$ cat src/rtl/tlu_pkg.sv
package tlu_pkg;

  typedef enum logic [1:0] {
    FORM_IMM = 2'd0,
    FORM_REG = 2'd1,
    FORM_VEC = 2'd2,
    FORM_CRF = 2'd3
  } form_e;

  typedef enum logic [1:0] {
    MODE_BIT   = 2'd0,
    MODE_WHOLE = 2'd1,
    MODE_RSV2  = 2'd2,
    MODE_RSV3  = 2'd3
  } mode_e;

  localparam int TBL_W   = 8;
  localparam int TBL_IDX = 3;
  localparam int IMM_LO_W = 5;
  localparam int IMM_HI_W = TBL_W - IMM_LO_W;

endpackage

$ cat src/rtl/tlu_lut_bank.sv
module tlu_lut_bank #(
  parameter int N = 64
) (
  input  logic [tlu_pkg::TBL_W-1:0] tbl,
  input  logic [N-1:0]              src_hi,
  input  logic [N-1:0]              src_mid,
  input  logic [N-1:0]              src_lo,
  output logic [N-1:0]              res
);
  for (genvar gi = 0; gi < N; gi++) begin : g_bit
    logic [tlu_pkg::TBL_IDX-1:0] idx;
    assign idx     = {src_hi[gi], src_mid[gi], src_lo[gi]};
    assign res[gi] = tbl[idx];
  end
endmodule

$ cat src/rtl/tlu_lane_merge.sv
module tlu_lane_merge #(
  parameter int WIDTH  = 64,
  parameter int LANE_W = 8,
  parameter int LANES  = 4
) (
  input  logic [WIDTH-1:0]        old_word,
  input  logic [LANES*LANE_W-1:0] new_lanes,
  input  logic [LANES-1:0]        wr_mask,
  output logic [WIDTH-1:0]        merged
);
  localparam int COVER = LANES * LANE_W;

  for (genvar gj = 0; gj < LANES; gj++) begin : g_lane
    assign merged[gj*LANE_W +: LANE_W] =
      wr_mask[gj] ? new_lanes[gj*LANE_W +: LANE_W] : old_word[gj*LANE_W +: LANE_W];
  end

  if (WIDTH > COVER) begin : g_upper
    assign merged[WIDTH-1:COVER] = old_word[WIDTH-1:COVER];
  end
endmodule

$ cat src/rtl/tlu_out_stage.sv
module tlu_out_stage #(
  parameter int WIDTH = 64
) (
  input  logic             clk,
  input  logic             rst_n,
  input  logic             load_valid,
  output logic             load_ready,
  input  logic [WIDTH-1:0] load_data,
  output logic             q_valid,
  input  logic             q_ready,
  output logic [WIDTH-1:0] q_data
);
  assign load_ready = !q_valid || q_ready;

  always_ff @(posedge clk) begin
    if (!rst_n) begin
      q_valid <= 1'b0;
      q_data  <= '0;
    end else if (load_ready) begin
      q_valid <= load_valid;
      if (load_valid) q_data <= load_data;
    end
  end

  // an accepted request becomes visible after the edge
  p_load_shows_r6: assert property (@(posedge clk) disable iff (!rst_n)
    load_valid && load_ready |=> q_valid);

  // a stalled result is held unchanged
  p_stall_hold_r6: assert property (@(posedge clk) disable iff (!rst_n)
    q_valid && !q_ready |=> q_valid && $stable(q_data));

  // a result only appears after an accept
  p_no_phantom_r6: assert property (@(posedge clk) disable iff (!rst_n)
    $rose(q_valid) |-> $past(load_valid && load_ready));
endmodule

$ cat src/rtl/tlu_top.sv
module tlu_top #(
  parameter int WIDTH  = 64,
  parameter int LANE_W = 8,
  parameter int MASK_W = 4
) (
  input  logic                          clk,
  input  logic                          rst_n,
  input  logic                          in_valid,
  output logic                          in_ready,
  input  logic [1:0]                    in_form,
  input  logic [1:0]                    in_mode,
  input  logic [WIDTH-1:0]              in_dst,
  input  logic [WIDTH-1:0]              in_a,
  input  logic [WIDTH-1:0]              in_b,
  input  logic [WIDTH-1:0]              in_c,
  input  logic [tlu_pkg::IMM_LO_W-1:0]  in_imm_lo,
  input  logic [tlu_pkg::IMM_HI_W-1:0]  in_imm_hi,
  input  logic [MASK_W-1:0]             in_mask,
  output logic                          out_valid,
  input  logic                          out_ready,
  output logic [WIDTH-1:0]              out_result
);
  import tlu_pkg::*;

  localparam int LANES   = MASK_W;
  localparam int FIELD_W = MASK_W;
  localparam int VEC_W   = LANES * LANE_W;
  localparam int X_LSB   = 0;
  localparam int Y_LSB   = LANE_W;
  localparam int Z_LSB   = 2 * LANE_W;

  form_e form;
  mode_e mode;
  assign form = form_e'(in_form);
  assign mode = mode_e'(in_mode);

  // Table selection: split immediate or low byte of the table word
  logic [TBL_W-1:0] tbl_imm, tbl_sel;
  assign tbl_imm = {in_imm_hi, in_imm_lo};
  assign tbl_sel = (form == FORM_REG) ? in_c[TBL_W-1:0] : tbl_imm;

  logic unused_c_hi;
  assign unused_c_hi = ^in_c[WIDTH-1:TBL_W];

  // Full-width bitwise lookup
  logic [WIDTH-1:0] wide_res;
  tlu_lut_bank #(.N(WIDTH)) u_wide (
    .tbl(tbl_sel), .src_hi(in_dst), .src_mid(in_a), .src_lo(in_b), .res(wide_res)
  );

  // Whole-operand zero/nonzero lookup
  logic [2:0] nz_flags;
  logic       whole_bit;
  assign nz_flags  = {|in_dst, |in_a, |in_b};
  assign whole_bit = tbl_sel[nz_flags];

  // Packed vec4: x/y/z planes from the low three bytes of A
  logic [LANE_W-1:0] vec_byte;
  tlu_lut_bank #(.N(LANE_W)) u_vec (
    .tbl(tbl_imm),
    .src_hi(in_a[X_LSB +: LANE_W]),
    .src_mid(in_a[Y_LSB +: LANE_W]),
    .src_lo(in_a[Z_LSB +: LANE_W]),
    .res(vec_byte)
  );

  logic [WIDTH-1:0] vec_word;
  tlu_lane_merge #(.WIDTH(WIDTH), .LANE_W(LANE_W), .LANES(LANES)) u_vec_merge (
    .old_word(in_dst), .new_lanes({LANES{vec_byte}}), .wr_mask(in_mask), .merged(vec_word)
  );

  // Condition field: low FIELD_W bits, masked per bit
  logic [FIELD_W-1:0] crf_bits;
  tlu_lut_bank #(.N(FIELD_W)) u_crf (
    .tbl(tbl_imm),
    .src_hi(in_dst[FIELD_W-1:0]),
    .src_mid(in_a[FIELD_W-1:0]),
    .src_lo(in_b[FIELD_W-1:0]),
    .res(crf_bits)
  );

  logic [WIDTH-1:0] crf_word;
  tlu_lane_merge #(.WIDTH(WIDTH), .LANE_W(1), .LANES(FIELD_W)) u_crf_merge (
    .old_word(in_dst), .new_lanes(crf_bits), .wr_mask(in_mask), .merged(crf_word)
  );

  // Result select
  logic [WIDTH-1:0] next_res;
  always_comb begin
    case (form)
      FORM_VEC: next_res = vec_word;
      FORM_CRF: next_res = crf_word;
      default: begin
        if (mode == MODE_WHOLE) next_res = {{(WIDTH-1){1'b0}}, whole_bit};
        else                    next_res = wide_res;
      end
    endcase
  end

  tlu_out_stage #(.WIDTH(WIDTH)) u_out (
    .clk(clk), .rst_n(rst_n),
    .load_valid(in_valid), .load_ready(in_ready), .load_data(next_res),
    .q_valid(out_valid), .q_ready(out_ready), .q_data(out_result)
  );

  logic accept;
  assign accept = in_valid && in_ready;

  // whole-operand mode leaves only bit 0 possibly set
  p_whole_narrow_r3: assert property (@(posedge clk) disable iff (!rst_n)
    accept && (form == FORM_IMM || form == FORM_REG) && mode == MODE_WHOLE
    |=> out_result[WIDTH-1:1] == '0);

  // destination passes through above the vec4 lanes
  p_vec_upper_r4: assert property (@(posedge clk) disable iff (!rst_n)
    accept && form == FORM_VEC
    |=> out_result[WIDTH-1:VEC_W] == $past(in_dst[WIDTH-1:VEC_W]));

  // destination passes through above the condition field
  p_crf_upper_r5: assert property (@(posedge clk) disable iff (!rst_n)
    accept && form == FORM_CRF
    |=> out_result[WIDTH-1:FIELD_W] == $past(in_dst[WIDTH-1:FIELD_W]));

  // a field bit with a clear mask keeps the old destination bit
  p_crf_keep_r5: assert property (@(posedge clk) disable iff (!rst_n)
    accept && form == FORM_CRF && in_mask == '0
    |=> out_result == $past(in_dst));

  // a stalled output blocks new requests
  p_backpressure_r7: assert property (@(posedge clk) disable iff (!rst_n)
    out_valid && !out_ready |-> !in_ready);
endmodule

$ cat config.mk
export PLATFORM = sky130hd
export DESIGN_NAME = tlu_top
export DESIGN_NICKNAME = d
export VERILOG_FILES = /design/src/rtl/tlu_pkg.sv /design/src/rtl/tlu_lut_bank.sv /design/src/rtl/tlu_lane_merge.sv /design/src/rtl/tlu_out_stage.sv /design/src/rtl/tlu_top.sv
export SDC_FILE = /design/constraint.sdc
export NUM_CORES = 1
export LEC_CHECK = 0
export CAP_MARGIN = 25
export CORE_MARGIN = 5
export CORE_UTILIZATION = 30
export CTS_CLUSTER_DIAMETER = 40
export DETAILED_ROUTE_END_ITERATION = 10
export PLACE_DENSITY = 0.66
export SKIP_LAST_GASP = 1
export SLEW_MARGIN = 20
export SYNTH_ARGS = -nofsm -noshare
export SYNTH_HDL_FRONTEND = slang
export SYNTH_HIERARCHICAL = 1
export SYNTH_SLANG_ARGS = --single-unit
$ cat constraint.sdc
create_clock -name clk -period 3.2 [get_ports clk]
set_input_delay 0.32 -clock clk [delete_from_list [all_inputs] [get_ports clk]]
set_output_delay 0.32 -clock clk [all_outputs]
set_load 0.01 [all_outputs]
# After elaboration in Yosys (flattened, before gate mapping)
# Index checks and enable logic that the tools add are counted.
# word_totals
output_inout_bits	66
input_bits	276
elab_cells	250
reg_bits	65
# classes
eq_ne	4
muxes	165
n_reduce_logical	6
n_lt_le_gt_ge	73
# op_table
cell	count
less-than comparator 3 x 4 -> 1 bit (second input constant)	73
binary-select mux 1 bit (select 3 bit)	77
OR reduction 64 bit	3
case mux 64 bit (2 select lines)	1
2-to-1 mux 1 bit	81
2-to-1 mux 64 bit	1
2-to-1 mux 8 bit	5
equality test 2 x 1 -> 1 bit (second input constant)	2
equality test 2 bit (second input constant)	2
AND reduction 2 bit	1
zero test 1 bit	1
logical OR 1 bit	1

# Longest topological paths before layout
# depth
word_depth	6
ltp_mapped	13
mapped_depth_nobuf	9

# By module
# The synthesis kept the hierarchy.
# by_module_without_submodules
module	n_inst	cells_each	seq_area_each_um2	area_per_inst_um2
tlu_lut_bank (u_wide)	1	246	0.0	3948.8
tlu_out_stage	1	282	1301.2	2655.0
tlu_top	1	238	0.0	2034.5
tlu_lane_merge (u_vec_merge)	1	68	0.0	765.7
tlu_lane_merge (u_crf_merge)	1	64	0.0	510.5
tlu_lut_bank (u_vec)	1	24	0.0	510.5
tlu_lut_bank (u_crf)	1	12	0.0	255.2

# Least setup slack after synthesis
# OpenSTA, ideal clock, no wires.
# synth_path
path_kind	input-to-reg
from	in in_form[1]
to	reg u_out.q_data[0]
path_slack_ps	582
required_ps	3082
setup_ps	118
arrival_time_ps	2500
path_buffers	4
stages	13
cell_sequence	clkbuf_1 nor2b_1 buf_8 mux2_1 buf_6 clkbuf_1 mux4_2 mux2_2 nor3b_1 a21oi_1 o21ai_1 nand2_1 mux2i_1
# synth_via
elab_chain_cells	6
word_cells_on_any_way	10
cone_classes	eq/ne: 3; mux: 7
# synth_rtl
element	line_no	text
start, declared	tlu_top.sv:10	input logic [1:0] in_form,
equality test 2 x 1 -> 1 bit	tlu_top.sv:40	assign tbl_sel = (form == FORM_REG) ? in_c[TBL_W-1:0] : tbl_imm;
2-to-1 mux 8 bit	tlu_top.sv:40	
named net tbl_sel[6]	tlu_top.sv:38	logic [TBL_W-1:0] tbl_imm, tbl_sel;
binary-select mux 1 bit (select 3 bit)	tlu_lut_bank.sv:13	assign res[gi] = tbl[idx];
2-to-1 mux 1 bit (not written as such)	tlu_lut_bank.sv:13	
named net wide_res[0]	tlu_top.sv:46	logic [WIDTH-1:0] wide_res;
2-to-1 mux 64 bit	tlu_top.sv:94	if (mode == MODE_WHOLE) next_res = {{(WIDTH-1){1'b0}}, whole_bit};
case mux 64 bit (2 select lines)	tlu_top.sv:90	case (form)
named net next_res[0]	tlu_top.sv:88	logic [WIDTH-1:0] next_res;
end signal, assigned	tlu_out_stage.sv:21	if (load_valid) q_data <= load_data;
end, declared	tlu_out_stage.sv:11	output logic [WIDTH-1:0] q_data
# The timed path passes the listed nets, and every way through them passes these cells. The select of a mux whose other input is x is not followed.
# A chain may end at the register's enable or synchronous reset.

# Final worst setup path
# layout_path
from	in in_b[49]
to	reg u_out.q_data[0]
# layout_via
elab_chain_cells	5
# layout_rtl
element	line_no	text
start, declared	tlu_top.sv:14	input logic [WIDTH-1:0] in_b,
OR reduction 64 bit	tlu_top.sv:54	assign nz_flags = {|in_dst, |in_a, |in_b};
binary-select mux 1 bit (select 3 bit)	tlu_top.sv:55	assign whole_bit = tbl_sel[nz_flags];
2-to-1 mux 1 bit (not written as such)	tlu_top.sv:55	
2-to-1 mux 64 bit	tlu_top.sv:94	
case mux 64 bit (2 select lines)	tlu_top.sv:90	
named net next_res[0]	tlu_top.sv:88	
# The timed path passes the listed nets, and every way through them passes these cells. The select of a mux whose other input is x is not followed.

==> run summary <==
Top delay family on crit path = simple AND/OR/NAND/NOR gates
routability cong. = 0.874
Die Y = 199 um
peak supply drop = 0.000277 V
post-route cell area = 0.0137 sq mm
Seq pwr share = 22.2%
DRT Wirelength = 43500 um
net switching power figure = 1.35 mW
max-slew violations = 0
largest net degree at the start of global routing = 67
met2 WL post-DR = 19900 um
Synth area leader = mux4_2
number of global-route vias before repair = 9374
core footprint = 0.0354 sq mm
P_int = 2.74 mW
Wirelength per Cell = 27.6 um
vias per cell = 5.92
flop-to-flop setup slack = 1.61 ns
CP max-delay cell = or4_1
root buffer cell = clkbuf_16
Netlist cell types = 36
placed wire-length estimate = 31700 um
via count = 9320
Worst setup EP type = register
crit path DAT = 3.15 ns
clock slew at reported path FFs = 0.06 ns
Worst EP required = 3.44 ns
Sw Ratio = 33.0%
Min Clock Period, post-route = 2.92 ns
Area Growth Syn to Fin = 28.1%
GR Overflow Total = 0
# IOs = 342
initial antenna violation count = 18
skew final = 0.0104 ns
detailed router's first-iteration violation count = 842
Max Buffers Root-to-Sink = 2
Achievable Freq = 343 MHz
xor and xnor area share after synthesis = 0%
worst rel slew slack = 32.9%
Skew-Pair Late Insertion Delay = 0.35 ns
register bit total from synthesis = 65
Max H-tree Level = 3
most frequent cells in the layout = 282 x clkdlybuf4s50_1, 141 x mux2_2, 129 x nand2_1
multiplexer area fraction after synthesis = 60.3%
Starting Density = 30.2%
Syn Area/Cell = 11.4 sq um
type of the most critical hold path = reg2reg
Final setup viols = 0
main combinational cell family by area after synthesis = multiplexers
WS Path Type = in2reg
run status = finished clean
sequential share of the synthesized area = 12.2%
CP max stage delay = 0.64 ns
leak pwr = 5.01 nW
GRT Util Overall = 21.1%
WP buf/inv = 2
CTS tree = built
most common cell after layout, fill and taps aside = clkdlybuf4s50_1
worst path cell trace = clkdlybuf4s50_1 > nor4_1 > buf_4 > nand4_1 > or4_1 > mux2i_1 > o22ai_1 > nor3_1 > o21ai_1 > nand2_1 > mux2i_1
layout cells sized above 1 = 35.7%
Crit path top cell by count = mux2i_1
antenna-violating nets left = 0
Pre-antenna DRT Iters = 7
fin crit share = 91.1%
final hold viol count = 0
residual DRC count = 0
uppermost routed layer = met5
post-synthesis simple-gate area fraction = 9.22%
row cnt = 69
mapped cell area = 0.0107 sq mm
startpoint type of the worst setup path = input port
Clk pwr share = 27.0%
first-pass GRT wire length = 62800 um
Post-Syn Instances = 934
layout net count = 1374
count of hold-fix buffers inserted at cts = 0
syn_nets = 1210
Layout fillers = 3516
RSZ-0062 raised after global routing = no
Die W = 199 um
Synth Area in Compound Gates = 5.39%
port buffer count = 285
Slew @ Worst Pin = 1.01 ns
power per cell area = 299 mW/mm^2
Num Clock Sinks = 65
worst-path fanout max = 4
Die ar. = 0.0395 sq mm
synth top area cells = mux4_2 26%, mux2_2 14%, dfxtp_1 12%
wl on met1 = 16800 um
top cell type's share of synthesized area = 25.7%
WHS = 0.458 ns
YS warnings = 6
Cell Area, Placed = 0.0133 sq mm
CTS Buf Count = 9
Synth Area in Adders = 0%
met3 routed WL = 4970 um
Comb power frac = 50.8%
Maximum Capacitance Violations = 0
## per-layer routing
metal	track usage [%]	vias up
met5	0	-
met4	7.90	18
met3	7.64	98
met2	33.3	573
met1	26.6	4645
li1	-	3986
## cell usage after synthesis, drive strengths merged
cell / count
mux2i: 68
nor3b: 2
and2b: 1
and2: 1
a21boi: 1
or4: 1
o22ai: 1
o21ai: 1
mux2: 184
dfxtp: 65
a22o: 63
nand2: 129
inv: 1
nor2b: 1
a21oi: 1
nand4: 12
nor3: 2
nor2: 1
nand2b: 2
clkbuf: 49
or2b: 1
buf: 145
mux4: 152
nor4: 50
## cells by family (layout without fill, tap and decap cells)
kind of cell	Yosys count	in the layout
mux	404	404
compound gates	67	67
flops	65	65
simple gates	203	203
buf+inv	195	364
other cells	0	10
## per-stage QoR
| stage | util, % | TNS, ns | std cells | setup slack [ns] | power [mW] |
|---|---|---|---|---|---|
| after floorplan | - | 0 | 934 | 0.582 | 2.20 |
| after global placement | 37.7 | -0.284 | 1548 | -0.284 | 2.94 |
| after detailed placement | 37.7 | -0.307 | 1548 | -0.307 | 2.97 |
| after CTS | 38.6 | 0 | 1564 | 0.0794 | 4.11 |
| after global routing | 38.6 | 0 | 1573 | 0.0499 | 4.27 |
| final | 38.7 | 0 | 1574 | 0.284 | 4.09 |
## area by class of cell
class                           instances  area, sq um  share of cell area, %
Tap cell                              461          577                   4.22
Multi-Input combinational cell        674         8010                   58.6
Antenna cell                           10         25.0                  0.183
Inverter                                1         3.75                 0.0274
Sequential cell                        65         1300                   9.51
Clock buffer                            9          225                   1.65
Clock inverter                          7         95.1                  0.695
Timing Repair Buffer                  347         3440                   25.2
## worst register-to-register path: cells and delay by family (launching register included)
| family | cells | cell delay [ns] |
|---|---|---|
| AND/OR/NAND/NOR | 2 | 0.52 |
| buffers and inverters | 1 | 0.42 |
| flip-flops | 1 | 0.34 |
| multiplexers | 1 | 0.24 |
## sequential cells by signal (all words and copies together) (netlist names)
signal / cells
u_out/q_data: 64
u_out/q_valid: 1
## final timing paths
kind                                         end       startpoint  cells past startpoint
worst min-delay path             u_out/q_data[4]  u_out/q_data[4]                      2
worst max register to register  u_out/q_data[18]    u_out/q_valid                      4
worst max-delay path             u_out/q_data[0]         in_b[49]                     11
worst min register to register   u_out/q_data[4]  u_out/q_data[4]                      2
## power by group through the flow
stage / clock network, mW / registers, mW / logic [mW]
finish: 1.10 / 0.909 / 2.08
global route: 1.18 / 0.918 / 2.18
CTS: 1.15 / 0.909 / 2.05
detailed placement: 0 / 0.926 / 2.05
global placement: 0 / 0.924 / 2.02
floorplan: 0 / 0.954 / 1.25
## repair_timing
item,in CTS,in global routing
resized for setup,0,1
setup endpoints to repair,0,1
buffers inserted,0,0
No activity file was read; power rests on OpenSTA's default activity.
